==> src/rtl/pgu_pkg.sv <==
package pgu_pkg;
  typedef enum logic [1:0] {
    OPK_OTHER = 2'd0,
    OPK_WRITE = 2'd1,
    OPK_SPECLD = 2'd2,
    OPK_CHECK = 2'd3
  } op_kind_e;
endpackage

==> src/rtl/pgu_flag_bank.sv <==
module pgu_flag_bank #(
  parameter int NPRED = 64,
  localparam int PIW = $clog2(NPRED)
) (
  input  logic           clk,
  input  logic           rst,
  input  logic           cmp_valid,
  input  logic [PIW-1:0] cmp_dst_t,
  input  logic [PIW-1:0] cmp_dst_f,
  input  logic           cmp_result,
  input  logic [PIW-1:0] rd_idx,
  output logic           rd_val
);
  logic [NPRED-1:0] flags;

  // flag 0 is a constant true; others take the true-sense write first
  for (genvar i = 0; i < NPRED; i++) begin : g_flag
    if (i == 0) begin : g_const
      assign flags[i] = 1'b1;
    end else begin : g_reg
      always_ff @(posedge clk) begin
        if (rst) begin
          flags[i] <= 1'b0;
        end else if (cmp_valid && cmp_dst_t == PIW'(i)) begin
          flags[i] <= cmp_result;
        end else if (cmp_valid && cmp_dst_f == PIW'(i)) begin
          flags[i] <= ~cmp_result;
        end
      end
    end
  end

  // read with forwarding of the compare being written this cycle
  always_comb begin
    rd_val = flags[rd_idx];
    if (cmp_valid && rd_idx != '0) begin
      if (cmp_dst_t == rd_idx) begin
        rd_val = cmp_result;
      end else if (cmp_dst_f == rd_idx) begin
        rd_val = ~cmp_result;
      end
    end
  end

  p_zero_true_r2: assert property (@(posedge clk) disable iff (rst)
    (rd_idx == '0) |-> rd_val);

  p_pair_r3: assert property (@(posedge clk) disable iff (rst)
    (cmp_valid && cmp_dst_t != cmp_dst_f && cmp_dst_t != '0 && cmp_dst_f != '0)
    |=> (flags[$past(cmp_dst_t)] == $past(cmp_result)) &&
        (flags[$past(cmp_dst_f)] == !$past(cmp_result)));

  p_alias_r5: assert property (@(posedge clk) disable iff (rst)
    (cmp_valid && cmp_dst_t == cmp_dst_f && cmp_dst_t != '0)
    |=> flags[$past(cmp_dst_t)] == $past(cmp_result));

  p_idle_hold_r3: assert property (@(posedge clk) disable iff (rst)
    !cmp_valid |=> $stable(flags));
endmodule

==> src/rtl/pgu_poison_bank.sv <==
module pgu_poison_bank #(
  parameter int NGPR = 128,
  localparam int GIW = $clog2(NGPR)
) (
  input  logic           clk,
  input  logic           rst,
  input  logic           we,
  input  logic [GIW-1:0] wr_idx,
  input  logic           wr_val,
  input  logic [GIW-1:0] rd_idx,
  output logic           rd_val
);
  logic [NGPR-1:0] poison;

  always_ff @(posedge clk) begin
    if (rst) begin
      poison <= '0;
    end else if (we) begin
      poison[wr_idx] <= wr_val;
    end
  end

  assign rd_val = poison[rd_idx];

  p_write_r8: assert property (@(posedge clk) disable iff (rst)
    we |=> poison[$past(wr_idx)] == $past(wr_val));

  p_hold_r10: assert property (@(posedge clk) disable iff (rst)
    !we |=> $stable(poison));
endmodule

==> src/rtl/pgu_issue_gate.sv <==
module pgu_issue_gate
  import pgu_pkg::*;
#(
  parameter int NGPR = 128,
  parameter int AW = 32,
  localparam int GIW = $clog2(NGPR)
) (
  input  logic           clk,
  input  logic           rst,
  input  logic           iss_valid,
  input  op_kind_e       iss_kind,
  input  logic [GIW-1:0] iss_rd,
  input  logic           iss_fault,
  input  logic [AW-1:0]  iss_fixup,
  input  logic           guard_val,
  input  logic           pz_rd_val,
  output logic           pz_we,
  output logic           pz_val,
  output logic           commit_en,
  output logic           wb_en,
  output logic [GIW-1:0] wb_rd,
  output logic           wb_poison,
  output logic           redirect_en,
  output logic [AW-1:0]  redirect_addr
);
  logic go;
  logic writes_reg;

  assign go         = iss_valid && guard_val;
  assign writes_reg = (iss_kind == OPK_WRITE) || (iss_kind == OPK_SPECLD);
  assign pz_we      = go && writes_reg;
  assign pz_val     = (iss_kind == OPK_SPECLD) && iss_fault;

  always_ff @(posedge clk) begin
    if (rst) begin
      commit_en     <= 1'b0;
      wb_en         <= 1'b0;
      wb_rd         <= '0;
      wb_poison     <= 1'b0;
      redirect_en   <= 1'b0;
      redirect_addr <= '0;
    end else begin
      commit_en     <= go;
      wb_en         <= go && writes_reg;
      wb_rd         <= iss_rd;
      wb_poison     <= go && pz_val;
      redirect_en   <= go && (iss_kind == OPK_CHECK) && pz_rd_val;
      redirect_addr <= iss_fixup;
    end
  end

  p_squash_r6: assert property (@(posedge clk) disable iff (rst)
    (iss_valid && !guard_val) |=> !commit_en && !wb_en && !redirect_en);

  p_redir_commit_r9: assert property (@(posedge clk) disable iff (rst)
    redirect_en |-> commit_en);

  p_excl_r9: assert property (@(posedge clk) disable iff (rst)
    $onehot0({wb_en, redirect_en}));

  p_poison_tag_r8: assert property (@(posedge clk) disable iff (rst)
    wb_poison |-> wb_en);
endmodule

==> src/rtl/pred_guard_unit.sv <==
module pred_guard_unit
  import pgu_pkg::*;
#(
  parameter int NPRED = 64,
  parameter int NGPR = 128,
  parameter int AW = 32,
  localparam int PIW = $clog2(NPRED),
  localparam int GIW = $clog2(NGPR)
) (
  input  logic           clk,
  input  logic           rst,
  input  logic           cmp_valid,
  input  logic [PIW-1:0] cmp_dst_t,
  input  logic [PIW-1:0] cmp_dst_f,
  input  logic           cmp_result,
  input  logic           iss_valid,
  input  logic [PIW-1:0] iss_qp,
  input  logic [1:0]     iss_kind,
  input  logic [GIW-1:0] iss_rd,
  input  logic           iss_fault,
  input  logic [AW-1:0]  iss_fixup,
  output logic           commit_en,
  output logic           wb_en,
  output logic [GIW-1:0] wb_rd,
  output logic           wb_poison,
  output logic           redirect_en,
  output logic [AW-1:0]  redirect_addr
);
  logic guard_val;
  logic pz_we;
  logic pz_val;
  logic pz_rd_val;

  pgu_flag_bank #(.NPRED(NPRED)) u_flags (
    .clk(clk), .rst(rst),
    .cmp_valid(cmp_valid), .cmp_dst_t(cmp_dst_t), .cmp_dst_f(cmp_dst_f),
    .cmp_result(cmp_result),
    .rd_idx(iss_qp), .rd_val(guard_val)
  );

  pgu_poison_bank #(.NGPR(NGPR)) u_poison (
    .clk(clk), .rst(rst),
    .we(pz_we), .wr_idx(iss_rd), .wr_val(pz_val),
    .rd_idx(iss_rd), .rd_val(pz_rd_val)
  );

  pgu_issue_gate #(.NGPR(NGPR), .AW(AW)) u_gate (
    .clk(clk), .rst(rst),
    .iss_valid(iss_valid), .iss_kind(op_kind_e'(iss_kind)), .iss_rd(iss_rd),
    .iss_fault(iss_fault), .iss_fixup(iss_fixup),
    .guard_val(guard_val), .pz_rd_val(pz_rd_val),
    .pz_we(pz_we), .pz_val(pz_val),
    .commit_en(commit_en), .wb_en(wb_en), .wb_rd(wb_rd), .wb_poison(wb_poison),
    .redirect_en(redirect_en), .redirect_addr(redirect_addr)
  );

  p_reset_quiet_r1: assert property (@(posedge clk)
    rst |=> !commit_en && !wb_en && !redirect_en);
endmodule

==> config.mk <==
export PLATFORM = sky130hd
export DESIGN_NAME = pred_guard_unit
export DESIGN_NICKNAME = d
export VERILOG_FILES = /design/src/rtl/pgu_pkg.sv /design/src/rtl/pgu_flag_bank.sv /design/src/rtl/pgu_poison_bank.sv /design/src/rtl/pgu_issue_gate.sv /design/src/rtl/pred_guard_unit.sv
export SDC_FILE = /design/constraint.sdc
export NUM_CORES = 1
export LEC_CHECK = 0
export ABC_AREA = 1
export CAP_MARGIN = 30
export CORE_ASPECT_RATIO = 0.6
export CORE_MARGIN = 2
export CORE_UTILIZATION = 39
export CTS_CLUSTER_DIAMETER = 80
export CTS_CLUSTER_SIZE = 30
export DETAILED_ROUTE_END_ITERATION = 10
export PLACE_DENSITY_LB_ADDON = 0.15
export SETUP_SLACK_MARGIN = 0.02
export SLEW_MARGIN = 25
export SYNTH_ARGS = -nofsm -noshare
export SYNTH_HDL_FRONTEND = slang
export SYNTH_SLANG_ARGS = --single-unit
==> constraint.sdc <==
create_clock -name clk -period 2.27 [get_ports clk]
set_input_delay 0.227 -clock clk [delete_from_list [all_inputs] [get_ports clk]]
set_output_delay 0.227 -clock clk [all_outputs]
set_load 0.1 [all_outputs]
# Word-level counts from Yosys, hierarchy flattened
# Index checks and enable logic that the tools add are counted.
dict set report op_classes {
  muxes 136
  n_reduce_logical 199
  n_bitwise 1
  n_lt_le_gt_ge 3
  n_eq_ne 131
}
# cell count
set ops {}
lappend ops {{$eq A6 B6 Y1 const B} 64}
lappend ops {{$eq A6 B5 Y1 const B} 32}
lappend ops {{$logic_and A1 B1 Y1} 134}
lappend ops {{$mux W1} 132}
lappend ops {{$bwmux W128} 1}
lappend ops {{$reduce_bool A2 Y1} 63}
lappend ops {{$eq A6 B4 Y1 const B} 16}
lappend ops {{$eq A6 B3 Y1 const B} 8}
lappend ops {{$eq A6 B2 Y1 const B} 4}
lappend ops {{$eq A6 B1 Y1 const B} 2}
lappend ops {{$eq A6 B6 Y1} 2}
lappend ops {{$lt A7 B8 Y1 const B} 1}
lappend ops {{$bmux W1 S7} 1}
lappend ops {{$demux W1 S7} 1}
lappend ops {{$ge A7 B1 Y1 const B} 1}
lappend ops {{$lt A6 B7 Y1 const B} 1}
lappend ops {{$bmux W1 S6} 1}
lappend ops {{$reduce_bool A6 Y1} 1}
lappend ops {{$eq A2 B2 Y1 const B} 2}
lappend ops {{$eq A2 B1 Y1 const B} 1}
lappend ops {{$logic_or A1 B1 Y1} 1}
lappend ops {{$not A1 Y1} 1}
dict set report word_totals {
  regBits 234
  inputBits 65
  elab_cells 540
  output_inout_bits 43
}

# Logic depth before layout (Yosys ltp)
# Gate-level depths: netlist of the first run.
dict set report depth {
  word_depth 8
  depth_mapped 20
  ltp_nobuf 17
}

# Cells and area by module
# A second synthesis of the first run with hierarchy kept.
dict set report hier_totals {
  cells_unflattened 1831
  hier_area_um2 12216.7
}
# module cells_per_inst n_inst area_per_inst_um2 seq_area_each_um2
set by_module_without_submodules {}
lappend by_module_without_submodules {pgu_poison_bank 938 1 6391.1 2562.5}
lappend by_module_without_submodules {pgu_flag_bank 754 1 4568.1 1261.2}
lappend by_module_without_submodules {pgu_issue_gate 139 1 1257.5 860.8}

# Worst setup path before layout of the first run
# Ideal clock, no wire load.
dict set report synth_timing {
  kind {in2reg}
  startpoint {input port iss_qp[0]}
  endpoint {register u_poison.poison[39]}
  arrival_time_ns 1.791
  t_required_ns 2.138
  path_buffers 4
  slack_ns 0.347
  setup_time_ns 0.132
  stages 14
  path_cell_list {buf_4 > inv_2 > buf_4 > nor2_1 > nor4_2 > nand4_1 > nand2_1 > nand2_1 > nand2_1 > buf_2 > buf_2 > nand4_1 > nand2_1 > a21oi_1}
}
dict set report synth_via {
  elab_chain_cells 7
  word_cells_on_any_way 11
  cone_classes {eq/ne (2); mux (5); reduce/logical (4)}
}
# element line
set synth_lines {}
lappend synth_lines {{from (decl)} pred_guard_unit.sv:17} ;# input logic [PIW-1:0] iss_qp,
lappend synth_lines {{$bmux W1 S6} pgu_flag_bank.sv:35} ;# rd_val = flags[rd_idx];
lappend synth_lines {{$mux W1 (implied by the code)} pgu_flag_bank.sv:35}
lappend synth_lines {{$mux W1} pgu_flag_bank.sv:39} ;# end else if (cmp_dst_f == rd_idx) begin
lappend synth_lines {{$mux W1} pgu_flag_bank.sv:37} ;# if (cmp_dst_t == rd_idx) begin
lappend synth_lines {{$mux W1 (*)} pgu_flag_bank.sv:36} ;# if (cmp_valid && rd_idx != '0) begin
lappend synth_lines {{$logic_and A1 B1 Y1 (*)} pgu_issue_gate.sv:29} ;# assign go = iss_valid && guard_val;
lappend synth_lines {{$logic_and A1 B1 Y1 (*)} pgu_issue_gate.sv:31} ;# assign pz_we = go && writes_reg;
lappend synth_lines {{to (signal, indexed assignment)} pgu_poison_bank.sv:19} ;# poison[wr_idx] <= wr_val;
lappend synth_lines {{to (decl)} pgu_poison_bank.sv:13} ;# logic [NGPR-1:0] poison;
# Every way passes the cells marked *; elsewhere a longest branch is shown, timed or not. The select of a mux whose other input is x is not followed.
# A chain may end at the register's enable or synchronous reset.

# Final worst setup path of the first run
dict set report layout_timing {
  startpoint {input port cmp_dst_f[1]}
  endpoint {register u_poison.poison[51]}
}
dict set report layout_via {
  elab_chain_cells 6
}
# element line
set layout_lines {}
lappend layout_lines {{from (decl)} pred_guard_unit.sv:14} ;# input logic [PIW-1:0] cmp_dst_f,
lappend layout_lines {{$eq A6 B6 Y1} pgu_flag_bank.sv:39}
lappend layout_lines {{$mux W1} pgu_flag_bank.sv:39}
lappend layout_lines {{$mux W1} pgu_flag_bank.sv:37}
lappend layout_lines {{$mux W1} pgu_flag_bank.sv:36}
lappend layout_lines {{$logic_and A1 B1 Y1} pgu_issue_gate.sv:29}
lappend layout_lines {{$logic_and A1 B1 Y1} pgu_issue_gate.sv:31}
# Every way passes these cells.

==> run metrics, run 1 <==
Worst-Skew Late Latency 0.52 ns; crit-path leading delay family buffers and inverters; sequential share of power 46.0%; R2R depth 15; Antenna Cells 0; Hold/Removal Path Class in -> reg; R2R Path End u_poison.poison[51]$_SDFFE_PP0P_; Hold Path Sink u_gate.redirect_addr[12]$_SDFF_PP0_; clock tree buffer depth 3; post-layout net count 2181; Gate Count Post-Synth 1962; vias per cell 5.82; Avg Cell Area, Syn 6.62 um2; post-route setup TNS 0 ns; routed wire length 49300 um; Tot GR Track Use 26.6%; GP Congestion 1.04; commonest non-fill, non-tap cell in the layout nand2_1; commonest cells after routing, fill and taps aside 364 x nand2_1, 304 x nor2_1, 256 x nand4_1; VDD IR max 0.398 mV; Fmax 445 MHz; Vias 14.9k; Comb pwr share 23.7%; vias in the first global route 13.2k; sequential share of the synthesized area 36.0%; Slew headroom 53.1%; DRC 0; clock power share 30.3%; main flop type after synthesis dfxtp_1; fin crit period 2.25 ns; # port buffers 107; final setup fails 0; Synth Register Bits 234; area grow syn2layout 26.6%; CTS tree yes; PD cells 551 mW/mm2; Lkg Pwr 6.29 nW; Core Footprint 0.0326 mm2; Synth Net Count 2029; Worst EP arrival 2.68 ns; final antenna-violating net count 0; Final Hold Fails 0; reg2reg start u_flags.flags[24]$_SDFFE_PP0P_; total iterations of the first detailed-routing run 6; slowest cell delay on critical path 0.52 ns; Synth Cell Area 0.0130 mm2; status finished clean; CP max stage cell clkdlybuf4s50_1; Crit path required time 2.70 ns; Pint 6.01 mW; Max Cap Viol 0; Yosys cell types 35; pin count of the biggest net entering global routing 77; Final Cell Area 0.0165 mm2; fin. max-slew vios 0; sw frac 33.8%; cell taking the most area after synthesis dfxtp_1; final core occ 50.5%; io pins 108; Critical Path, Cell by Cell clkdlybuf4s50_1 -> inv_1 -> nor2_1 -> nor4_2 -> buf_4 -> nand4_1 -> nand2_1 -> nand2_4 -> a21oi_4 -> clkbuf_16 -> clkbuf_16 -> nand4_1 -> a21oi_1; Post-synth EDFFs 0; CP Launch Type input pin; Starting Density 39.9%; crit end category flop; pin slew with the least headroom to its limit 0.702 ns; WP buf/inv 5; Hold Buf Count CTS 0; final worst-path cycle share 99.0%; Root Buffer clkbuf_16; Placement Cell Area 0.0155 mm2; Async SR Flop Fraction 0%; initial antenna violation count 0; top-area cell type share of the netlist area 36.0%; synth warn 0; crit path max fanout 7; FP Rows 51; H-tree lvl count 1; Iter 0 DRT Violations 2007; TritonCTS Buffers 13; Clock Sinks 234; launch point of the worst hold path rst; worst setup path class in -> reg; final std cells w/o fill 2569; WL/cell 19.2 um; die area 0.0348 mm2; placed instance count 2532; share of cells above drive strength 1 15.0%; grt ovf 0; dpl hpwl 32700 um; synth top area cells dfxtp_1 36%, nand4_1 12%, nand2_1 11%; Hold Crit Depth 2; Die X 240 um; first-pass GRT wire length 74600 um; Worst Skew 0.0239 ns; Die Y 145 um; Switch Pwr 3.06 mW; Clock transition at path regs 0.11 ns; Reg2Reg Setup Slack 0.11 ns; Hold WS 0.155 ns
-- synth_stat cells, drive strengths merged, types with 2 or more instances --
master	count
a21oi	142
a311oi	2
a31oi	11
buf	67
clkbuf	102
clkinv	2
dfxtp	234
ha	2
inv	168
nand2	369
nand3	51
nand4	256
nor2	307
nor3	17
nor4	3
o211ai	62
o21ai	70
o221ai	6
o22a	5
o22ai	43
o311ai	25
o31ai	7
or2	3
xor2	4
-- power by group through the flow --
stage               registers, mW  logic, mW  clock network (mW)
floorplan                    4.55      0.862                   0
global placement             4.27       1.94                   0
detailed placement           4.27       1.94                   0
CTS                          4.17       1.95                2.83
global route                 4.18       2.27                2.96
finish                       4.17       2.15                2.75
-- layout make-up --
type | instances | area, um2
Fill cell | 3232 | 16200
Multi-Input combinational cell | 1390 | 7050
Sequential cell | 234 | 4690
Timing Repair Buffer | 305 | 3090
Inverter | 170 | 644
Tap cell | 450 | 563
Clock buffer | 13 | 325
Clock inverter | 7 | 92.6
-- metrics by stage --
stage / setup WS, ns / power, mW
2_1_floorplan: 0.347 / 5.41
3_3_place_gp: -0.590 / 6.21
3_5_place_dp: -0.585 / 6.21
4_1_cts: 0.0312 / 8.95
5_1_grt: -0.00194 / 9.40
6_report: 0.0237 / 9.07
-- timing repair --
| item | in CTS | in global routing |
|---|---|---|
| gates cloned | 0 | 12 |
| pin swaps | 0 | 14 |
| endpoints found under the setup margin | 100 | 131 |
| gates resized for setup | 1 | 59 |
| setup buffers | 0 | 5 |
-- flip-flops by register name, indices dropped and copies added, names as in the netlist --
name	flops
u_gate.redirect_en	1
u_gate.redirect_addr	32
u_flags.flags	63
u_poison.poison	128
u_gate.commit_en	1
u_gate.wb_en	1
u_gate.wb_poison	1
u_gate.wb_rd	7
-- how the worst max path moves through the flow --
stage / from / slack, ns / end / cells after the start
2_1_floorplan: iss_qp[0] / 0.35 / u_poison.poison[39]$_SDFFE_PP0P_ / 14
3_3_place_gp: iss_qp[2] / -0.59 / u_poison.poison[31]$_SDFFE_PP0P_ / 17
3_5_place_dp: iss_qp[2] / -0.59 / u_poison.poison[31]$_SDFFE_PP0P_ / 18
4_1_cts: iss_qp[0] / 0.03 / u_poison.poison[32]$_SDFFE_PP0P_ / 16
5_1_grt: cmp_dst_f[1] / -0.002 / u_poison.poison[57]$_SDFFE_PP0P_ / 13
6_report: cmp_dst_f[1] / 0.02 / u_poison.poison[51]$_SDFFE_PP0P_ / 13
-- logic make-up (layout without fill, tap and decap cells) --
| kind of cell | count (synthesis) | in the layout | synth area share (%) |
|---|---|---|---|
| DFF | 234 | 234 | 36.0 |
| and+or+nand+nor | 1007 | 1008 | 34.9 |
| buffers and inverters | 339 | 495 | 11.1 |
| xor gates and xnor gates | 4 | 4 | 0.270 |
| adders and majority gates | 2 | 2 | 0.193 |
| AOI/OAI and AO/OA | 376 | 376 | 17.6 |
-- routing by layer --
layer,vias up,part of all wire [%],track usage (%)
met4,0,1.5,4.16
met1,7013,48,42.9
met5,-,0,0
met2,775,39,35.7
met3,59,12,5.75
li1,7100,-,-
Power figures use the tool's default switching activity.
==> run 2, diff against run 1 <==
--- a/config.mk
+++ b/config.mk
@@ -8,12 +8,11 @@
 export ABC_AREA = 1
 export CAP_MARGIN = 30
 export CORE_ASPECT_RATIO = 0.6
-export CORE_MARGIN = 2
+export CORE_MARGIN = 3
 export CORE_UTILIZATION = 39
 export CTS_CLUSTER_DIAMETER = 80
 export CTS_CLUSTER_SIZE = 30
 export DETAILED_ROUTE_END_ITERATION = 10
-export PLACE_DENSITY_LB_ADDON = 0.15
 export SETUP_SLACK_MARGIN = 0.02
 export SLEW_MARGIN = 25
 export SYNTH_ARGS = -nofsm -noshare
==> run 2 against run 1 <==
Effect of this change: die area rose by 2.2%; worst hold slack improved by 0.035 ns; sequential share of layout area rose by 0.98 points; critical path depth rose by 1; combinational power fell by 8%; maximum frequency rose by 3.8%; flip-flop and latch count did not move; sequential power barely moved; non-clock buffer count fell by 25; utilization fell by 1.7 points; first-iteration DRC count fell by 12%; via count fell by 2.3%; largest cell class unchanged.
==> run metrics, run 2 (same netlist as run 1, synthesis figures left out) <==
Iter 0 DRT Violations 1764 (was 2007); register area 0.00469 mm2 (about the same); Tot GR Track Use 24.3% (was 26.6%); Root Buffer clkbuf_16 (unchanged); Switch Pwr 2.99 mW (was 3.06 mW); vias in the first global route 12.9k (was 13.2k); status finished clean (unchanged); Max Cap Viol 0 (unchanged); Hold Buf Count CTS 0 (unchanged); Critical Path, Cell by Cell nor2_1 -> nor2_1 -> o21ai_0 -> nand3_1 -> nand3_1 -> nand2_1 -> nand2_1 -> nand3_1 -> nand2_2 -> a21oi_4 -> buf_12 -> buf_12 -> nand4_1 -> a21oi_1 (was clkdlybuf4s50_1 -> inv_1 -> nor2_1 -> nor4_2 -> buf_4 -> nand4_1 -> nand2_1 -> nand2_4 -> a21oi_4 -> clkbuf_16 -> clkbuf_16 -> nand4_1 -> a21oi_1); commonest cells after routing, fill and taps aside 367 x nand2_1, 307 x nor2_1, 256 x nand4_1 (was 364 x nand2_1, 304 x nor2_1, 256 x nand4_1); GP Congestion 0.938 (was 1.04); Vias 14.6k (was 14.9k); Die Y 147 um (was 145 um); pin slew with the least headroom to its limit 0.883 ns (was 0.702 ns); Die X 242 um (was 240 um); Crit path required time 2.69 ns (was 2.70 ns); DRC 0 (unchanged); Starting Density 39.9% (unchanged); total iterations of the first detailed-routing run 6 (unchanged); Pint 5.92 mW (was 6.01 mW); final core occ 48.7% (was 50.5%); clock tree buffer depth 3 (unchanged); Comb pwr share 22.2% (was 23.7%); crit-path leading delay family simple AND/OR/NAND/NOR gates (was buffers and inverters); grt ovf 0 (unchanged); Lkg Pwr 6.03 nW (was 6.29 nW); Top Registers u_poison.poison (128), u_flags.flags (63), u_gate.redirect_addr (32) (unchanged); vias per cell 5.74 (was 5.82); routed wire length 46100 um (was 49300 um); H-tree lvl count 1 (unchanged); area grow syn2layout 22.3% (was 26.6%); post-layout net count 2155 (was 2181); dpl hpwl 30400 um (was 32700 um); fin. max-slew vios 0 (unchanged); WP buf/inv 2 (was 5); fin crit period 2.16 ns (was 2.25 ns); first-pass GRT wire length 71600 um (was 74600 um); VDD IR max 0.410 mV (was 0.398 mV); CP max stage cell dfxtp_1 (was clkdlybuf4s50_1); Clock transition at path regs 0.12 ns (was 0.11 ns); Core Footprint 0.0326 mm2 (unchanged); WL/cell 18.1 um (was 19.2 um); Worst EP arrival 2.58 ns (was 2.68 ns); final worst-path cycle share 95.4% (was 99.0%); worst setup path class reg -> reg (was in -> reg); Layout fillers 3225 (was 3232); crit path max fanout 25 (was 7); Final Hold Fails 0 (unchanged); commonest non-fill, non-tap cell in the layout nand2_1 (unchanged); share of cells above drive strength 1 12.5% (was 15.0%); # port buffers 107 (unchanged); PD cells 561 mW/mm2 (was 551 mW/mm2); crit end category flop (unchanged); Fmax 462 MHz (was 445 MHz); final antenna-violating net count 0 (unchanged); sequential share of power 46.8% (was 46.0%); Biggest register u_poison.poison (unchanged); FP Rows 51 (unchanged); most frequent CP cell nand3_1; sw frac 33.6% (was 33.8%); Clock Sinks 234 (unchanged); Multi-input gate area 0.00692 mm2 (was 0.00705 mm2); final setup fails 0 (unchanged); die area 0.0356 mm2 (was 0.0348 mm2); CTS tree yes (unchanged); Hold/Removal Path Class in -> reg (unchanged); slowest cell delay on critical path 0.36 ns (was 0.52 ns); max reg flops 128 (unchanged); initial antenna violation count 0 (unchanged); total chip power 8.91 mW (was 9.07 mW); Worst Skew 0.0459 ns (was 0.0239 ns); unrepaired setup endpoints after global routing yes; io pins 108 (unchanged); Worst-Skew Late Latency 0.53 ns (was 0.52 ns); TritonCTS Buffers 13 (unchanged); Slew headroom 41.2% (was 53.1%); pin count of the biggest net entering global routing 166 (was 77); clock power share 31.0% (was 30.3%); CP Launch Type flop (was input pin)
run 2: path summary, 6_finish.rpt:
kind                                                  startpoint  slack (ns)                                to  depth (start not counted)
worst max-delay path              u_flags.flags[12]$_SDFFE_PP0P_        0.11  u_poison.poison[55]$_SDFFE_PP0P_                         14
worst max register to register    u_flags.flags[12]$_SDFFE_PP0P_        0.11  u_poison.poison[55]$_SDFFE_PP0P_                         14
worst min register to register  u_poison.poison[32]$_SDFFE_PP0P_        0.47  u_poison.poison[32]$_SDFFE_PP0P_                          2
worst min-delay path                                         rst        0.19  u_poison.poison[31]$_SDFFE_PP0P_                          4
run 2: layout make-up:
| type | instances | share of cell area, % |
|---|---|---|
| multi-input cells | 1389 | 43.6 |
| flip-flops and latches | 234 | 29.5 |
| repair buffers | 280 | 16.7 |
| inverters | 170 | 4.06 |
| well taps | 450 | 3.54 |
| clock buffers | 13 | 2.05 |
| clock inverters | 8 | 0.559 |
| diodes | 1 | 0.0157 |
run 2: worst reg2reg max path: cells and delay by family, from the launching register on:
kind,cells,cell delay [ns]
flip-flops,1,0.36
AND/OR/NAND/NOR,9,0.82
buffers and inverters,2,0.37
AO/OA/AOI/OAI,3,0.50
run 2: per-stage QoR:
step / hold slack, ns / cells / setup slack (ns) / instance area, um2 / setup TNS, ns
after floorplan: 0.334 / 1962 / 0.347 / 13000 / 0
after global placement: 0.448 / 2519 / -0.485 / 15400 / -59.36
after detailed placement: 0.454 / 2519 / -0.496 / 15400 / -58.19
after CTS: 0.177 / 2540 / 0.0202 / 15800 / 0
after global routing: 0.217 / 2544 / -0.00295 / 15900 / -0.00349
final: 0.190 / 2545 / 0.105 / 15900 / 0
run 2: power groups by stage:
stage	Clock, mW	Sequential [mW]	Combinational [mW]
floorplan	0	4.55	0.862
global placement	0	4.27	1.90
detailed placement	0	4.27	1.90
CTS	2.84	4.17	1.91
global route	2.96	4.18	2.09
finish	2.76	4.17	1.98
run 2: repair_timing:
item,in CTS,in global routing
gates resized for setup,0,11
endpoints found under the setup margin,0,129
endpoints found under the hold margin,0,0
buffers inserted,0,2
run 2: per-layer routing:
layer  wire, um  GRT usage, %
met1      22500          38.3
met2      18200          33.5
met3       4790          5.82
met4        636          4.23
met5          0             0
